**src/rtl/csr_bank_pkg.sv**
```systemverilog
package csr_bank_pkg;

    typedef enum logic [1:0] {
        ACC_RO = 2'd0,
        ACC_WO = 2'd1,
        ACC_RW = 2'd2
    } acc_e;

    typedef struct packed {
        int   width;
        acc_e bus;
        acc_e dev;
    } fld_desc_t;

    localparam int NFIELDS = 4;

    // Field table, least significant field first; fields tile the register.
    function automatic fld_desc_t fld_desc(input int idx);
        fld_desc_t d;
        case (idx)
            0:       d = '{width: 4, bus: ACC_RW, dev: ACC_RO};
            1:       d = '{width: 6, bus: ACC_RO, dev: ACC_WO};
            2:       d = '{width: 5, bus: ACC_RW, dev: ACC_RW};
            default: d = '{width: 3, bus: ACC_WO, dev: ACC_RO};
        endcase
        return d;
    endfunction

    function automatic int fld_lsb(input int idx);
        int pos;
        pos = 0;
        for (int f = 0; f < idx; f++) pos += fld_desc(f).width;
        return pos;
    endfunction

    function automatic int reg_width();
        return fld_lsb(NFIELDS);
    endfunction

    localparam int REG_W = reg_width();

    function automatic bit acc_can_wr(input acc_e a);
        return a != ACC_RO;
    endfunction

    function automatic bit acc_can_rd(input acc_e a);
        return a != ACC_WO;
    endfunction

    // Bit mask of the register bits one side may read or write.
    function automatic logic [REG_W-1:0] policy_mask(input bit dev_side, input bit wr);
        logic [REG_W-1:0] m;
        fld_desc_t        d;
        acc_e             a;
        bit               ok;
        int               base;
        m = '0;
        for (int f = 0; f < NFIELDS; f++) begin
            d    = fld_desc(f);
            base = fld_lsb(f);
            a    = dev_side ? d.dev : d.bus;
            ok   = wr ? acc_can_wr(a) : acc_can_rd(a);
            for (int b = 0; b < d.width; b++)
                if (ok) m[base + b] = 1'b1;
        end
        return m;
    endfunction

    localparam logic [REG_W-1:0] BUS_RD_MASK = policy_mask(1'b0, 1'b0);
    localparam logic [REG_W-1:0] DEV_RD_MASK = policy_mask(1'b1, 1'b0);

endpackage

```
**src/rtl/csr_addr_decode.sv**
```systemverilog
module csr_addr_decode #(
    parameter int ADDR_W   = 4,
    parameter int RAW_ADDR = 0,
    parameter int MGD_BASE = 1,
    parameter int NWORDS   = 3
) (
    input  logic [ADDR_W-1:0] addr,
    output logic              raw_hit,
    output logic [NWORDS-1:0] word_hit
);
    assign raw_hit = (addr == ADDR_W'(RAW_ADDR));

    for (genvar k = 0; k < NWORDS; k++) begin : g_word
        assign word_hit[k] = (addr == ADDR_W'(MGD_BASE + k));
    end
endmodule

```
**src/rtl/csr_raw_port.sv**
```systemverilog
module csr_raw_port #(
    parameter int RAW_W = 6
) (
    input  logic             clk,
    input  logic             rst,
    input  logic             hit_we,
    input  logic [RAW_W-1:0] wdata,
    output logic [RAW_W-1:0] raw_wdata,
    output logic             raw_wstb
);
    always_ff @(posedge clk) begin
        if (rst) begin
            raw_wstb  <= 1'b0;
            raw_wdata <= '0;
        end else begin
            raw_wstb <= hit_we;
            if (hit_we) raw_wdata <= wdata;
        end
    end
endmodule

```
**src/rtl/csr_field.sv**
```systemverilog
module csr_field #(
    parameter int W      = 1,
    parameter bit BUS_WR = 1'b1,
    parameter bit DEV_WR = 1'b1,
    parameter bit DEV_RD = 1'b1
) (
    input  logic         clk,
    input  logic         rst,
    input  logic [W-1:0] bus_en,
    input  logic [W-1:0] bus_d,
    input  logic         dev_we,
    input  logic [W-1:0] dev_d,
    output logic [W-1:0] q,
    output logic [W-1:0] dev_q
);
    always_ff @(posedge clk) begin
        if (rst)
            q <= '0;
        else if (DEV_WR && dev_we)
            q <= dev_d;
        else if (BUS_WR)
            q <= (q & ~bus_en) | (bus_d & bus_en);
    end

    assign dev_q = DEV_RD ? q : '0;
endmodule

```
**src/rtl/csr_bank.sv**
```systemverilog
module csr_bank
    import csr_bank_pkg::*;
#(
    parameter int ADDR_W   = 4,
    parameter int DATA_W   = 8,
    parameter int RAW_W    = 6,
    parameter int RAW_ADDR = 0,
    parameter int MGD_BASE = 1
) (
    input  logic               clk,
    input  logic               rst,
    input  logic [ADDR_W-1:0]  csr_addr,
    input  logic               csr_we,
    input  logic [DATA_W-1:0]  csr_wdata,
    output logic [DATA_W-1:0]  csr_rdata,
    output logic [RAW_W-1:0]   raw_wdata,
    output logic               raw_wstb,
    input  logic [RAW_W-1:0]   raw_rdata,
    input  logic [REG_W-1:0]   fld_d,
    input  logic [NFIELDS-1:0] fld_we,
    output logic [REG_W-1:0]   fld_q
);
    localparam int NWORDS = (REG_W + DATA_W - 1) / DATA_W;
    localparam int PAD_W  = NWORDS * DATA_W;

    logic              raw_hit;
    logic [NWORDS-1:0] word_hit;
    logic [PAD_W-1:0]  wen_pad;
    logic [PAD_W-1:0]  wdat_pad;
    logic [PAD_W-1:0]  rd_pad;
    logic [REG_W-1:0]  store;
    logic [DATA_W-1:0] rd_next;

    csr_addr_decode #(
        .ADDR_W  (ADDR_W),
        .RAW_ADDR(RAW_ADDR),
        .MGD_BASE(MGD_BASE),
        .NWORDS  (NWORDS)
    ) u_dec (
        .addr    (csr_addr),
        .raw_hit (raw_hit),
        .word_hit(word_hit)
    );

    csr_raw_port #(.RAW_W(RAW_W)) u_raw (
        .clk      (clk),
        .rst      (rst),
        .hit_we   (csr_we & raw_hit),
        .wdata    (csr_wdata[RAW_W-1:0]),
        .raw_wdata(raw_wdata),
        .raw_wstb (raw_wstb)
    );

    // Word k (address MGD_BASE+k) maps to the k-th word counted from the top.
    for (genvar k = 0; k < NWORDS; k++) begin : g_slice
        assign wen_pad [(NWORDS-1-k)*DATA_W +: DATA_W] = {DATA_W{csr_we & word_hit[k]}};
        assign wdat_pad[(NWORDS-1-k)*DATA_W +: DATA_W] = csr_wdata;
    end

    for (genvar g = 0; g < NFIELDS; g++) begin : g_fld
        localparam fld_desc_t D   = fld_desc(g);
        localparam int        LSB = fld_lsb(g);
        csr_field #(
            .W     (D.width),
            .BUS_WR(acc_can_wr(D.bus)),
            .DEV_WR(acc_can_wr(D.dev)),
            .DEV_RD(acc_can_rd(D.dev))
        ) u_fld (
            .clk   (clk),
            .rst   (rst),
            .bus_en(wen_pad[LSB +: D.width]),
            .bus_d (wdat_pad[LSB +: D.width]),
            .dev_we(fld_we[g]),
            .dev_d (fld_d[LSB +: D.width]),
            .q     (store[LSB +: D.width]),
            .dev_q (fld_q[LSB +: D.width])
        );
    end

    assign rd_pad = PAD_W'(store & BUS_RD_MASK);

    always_comb begin
        rd_next = '0;
        if (raw_hit) rd_next = DATA_W'(raw_rdata);
        for (int k = 0; k < NWORDS; k++)
            if (word_hit[k]) rd_next = rd_next | rd_pad[(NWORDS-1-k)*DATA_W +: DATA_W];
    end

    always_ff @(posedge clk) begin
        if (rst) csr_rdata <= '0;
        else     csr_rdata <= rd_next;
    end
endmodule

```
**config.mk**
```make
export PLATFORM = sky130hd
export DESIGN_NAME = csr_bank
export DESIGN_NICKNAME = d
export VERILOG_FILES = /design/src/rtl/csr_bank_pkg.sv /design/src/rtl/csr_addr_decode.sv /design/src/rtl/csr_raw_port.sv /design/src/rtl/csr_field.sv /design/src/rtl/csr_bank.sv
export SDC_FILE = /design/constraint.sdc
export NUM_CORES = 1
export LEC_CHECK = 0
export BUFFER_PORTS_ARGS = -buffer_cell sky130_fd_sc_hd__buf_2
export CAP_MARGIN = 30
export CELL_PAD_IN_SITES_DETAIL_PLACEMENT = 1
export CELL_PAD_IN_SITES_GLOBAL_PLACEMENT = 1
export CORE_MARGIN = 3
export CORE_UTILIZATION = 34
export CTS_CLUSTER_DIAMETER = 200
export DETAILED_ROUTE_END_ITERATION = 7
export GPL_ROUTABILITY_DRIVEN = 0
export HOLD_SLACK_MARGIN = 0.15
export PLACE_DENSITY = 0.86
export SYNTH_ARGS = -nofsm -noshare
export SYNTH_HDL_FRONTEND = slang
export SYNTH_HIERARCHICAL = 1
export SYNTH_SLANG_ARGS = --single-unit
```
**constraint.sdc**
```tcl
create_clock -name clk -period 3.4 [get_ports clk]
set_input_delay 0.68 -clock clk [delete_from_list [all_inputs] [get_ports clk]]
set_output_delay 0.68 -clock clk [all_outputs]
set_load 0.02 [all_outputs]
```
==> results.cfg <==
[worst_setup_path]
critPathSlowestCell = and2_1
arrival_ns = 2.07
required_ns = 3.59
rr_worst_depth = 2
worst-r2r-setup-slack_ns = 2.57
r2r-end = csr_rdata[3]
worst-path-buf-inv = 2
cp_cell_sequence = buf_2 > nor4b_1 > buf_4 > and2_1 > mux2i_1 > a211oi_1
critical_path.max_stage_delay_ns = 0.37
critPathTopFamily = simple AND/OR/NAND/NOR gates
start_kind = input port
cp_max_fo = 8
crit_type = in -> reg
startpoint = csr_addr[0]
endpoint_kind = register

[clock_network]
cts_sinks = 33
clkLatencyLatePin_ns = 0.28
cts_root_buf = clkbuf_8
clockBufferDepth = 2
clkSlewWorstSetupHoldPaths_ns = 0.07
cts_hold_buffers = 0
cts_tree = yes
cts-resized-gates = 0
htreeDepth = 2
cts_made_buffers = 5
postCtsSetupBuffers = 0

[placed_design]
hpwlAfterDp_um = 2610
io_buffer_count = 60

[pwr]
clockPowerShare = 0.366
seqPwrFrac = 0.527
p_comb_frac = 0.107
power_per_cell_area_mw_per_mm2 = 453
leakage_nw = 0.787
power_switching_mw = 0.195
swShare = 0.253
p_int_mw = 0.575
vdd_ir_drop_max_v = 0.000209

[sta]
fin_skew_ns = 0.00344
fin_crit_sh = 0.551
slew_headroom = 0.608
setup_viol = 0
finalMaxSlewViolations = 0
hold_viol = 0
tightest_slew_ns = 0.589
rsz0062_at_grt = false
holdWs_ns = 0.491
final.setup.tns_ns = 0
fmax_mhz = 534
period_minus_slack_ns = 1.87

[routing]
wl_um = 3430
ant_nets = 0
vias_per_cell = 4.76
num_vias = 1118
wl_per_cell_um = 14.6
drt-initial-drc-count = 64
first_pass_iters = 4
drc = 0

[worst_hold_path]
holdPathEnd = u_raw/raw_wdata[1]
hold_class = reg -> reg
min_path_cells = 2
min_from = u_raw/raw_wdata[1]

[floorplan]
die_y_um = 69.5
ioPinCount = 76
die_w_um = 69.5
row_count = 22
core_mm2 = 0.00377
die-area_mm2 = 0.00484
initial_core_util = 0.364

[global_route]
grt_pass1_vias = 1236
grt_pass1_wl_um = 5710
grt_max_degree = 34
antenna_found_initial = 0
grt_overflow = 0
grtUsageTotal = 0.151

[cells_and_area]
drive_gt1_frac = 0.385
nets = 229
area_growth_syn_to_layout_pct = 23.7
fin_util = 0.450
antennaDiodeCount = 0

[job]
cap_viol_max_count = 0

[synth]
synth_area_mm2 = 0.00137
syn_avg_cell_area_um2 = 10.5
ys_warn_count = 6
synth_cells = 131

[outcome]
status = finished, final reports clean
-- cell usage in the layout, fill, tap and decap left out, types with 2 or more instances in the layout --
cell type and instances:
buf_4 2, dfxtp_1 33, mux2i_1 24, nor2_1 26, a222oi_1 6, nor4b_1 2
conb_1 6, clkinv_2 2, and2_1 3, nor2b_1 6, a211oi_1 5, clkbuf_8 5
buf_2 60
-- cell type report --
cell class              instances  area (µm²)
clock buffers                   6        72.6
clock inverters                 2        10.0
fillers                       461        2070
inverters                       1        3.75
multi-input cells              83         576
flip-flops and latches         33         661
well taps                      48        60.1
repair buffers                 62         315
-- power groups by stage --
stage | Clock [mW] | Sequential [mW] | Combinational (mW)
after floorplan | 0 | 0.422 | 0.0463
after global placement | 0 | 0.414 | 0.0815
after detailed placement | 0 | 0.414 | 0.0836
after CTS | 0.296 | 0.405 | 0.0839
after global routing | 0.310 | 0.407 | 0.0920
final | 0.282 | 0.405 | 0.0826
-- per-layer routing --
layer | vias up | share of wire | GRT usage
li1 | 550 | - | -
met1 | 516 | 0.40 | 0.158
met2 | 48 | 0.49 | 0.264
met3 | 4 | 0.095 | 0.0609
met4 | 0 | 0.013 | 0.0651
met5 | - | 0 | 0
-- stage by stage --
| step | area (µm²) | setup WS (ns) | power, mW | cells |
|---|---|---|---|---|
| 2_1_floorplan | 1390 | 1.16 | 0.469 | 136 |
| 3_3_place_gp | 1620 | 1.25 | 0.495 | 227 |
| 3_5_place_dp | 1620 | 1.24 | 0.498 | 227 |
| 4_1_cts | 1700 | 1.53 | 0.785 | 235 |
| 5_1_grt | 1700 | 1.37 | 0.809 | 235 |
| 6_report | 1700 | 1.53 | 0.770 | 235 |
-- how the worst max path moves through the flow --
stage | end | slack [ns] | cells after the start
finish | register | 1.53 | 6
global route | register | 1.37 | 6
CTS | register | 1.53 | 6
detailed placement | register | 1.24 | 6
floorplan | register | 1.16 | 4
global placement | register | 1.25 | 6
-- worst min-delay path: cells and delay by family, from the launching register on --
kind / cells / cell delay (ns)
flops: 1 / 0.32
mux: 1 / 0.06
simple gates: 1 / 0.07
Note: power is estimated with default switching activity, not from simulation.
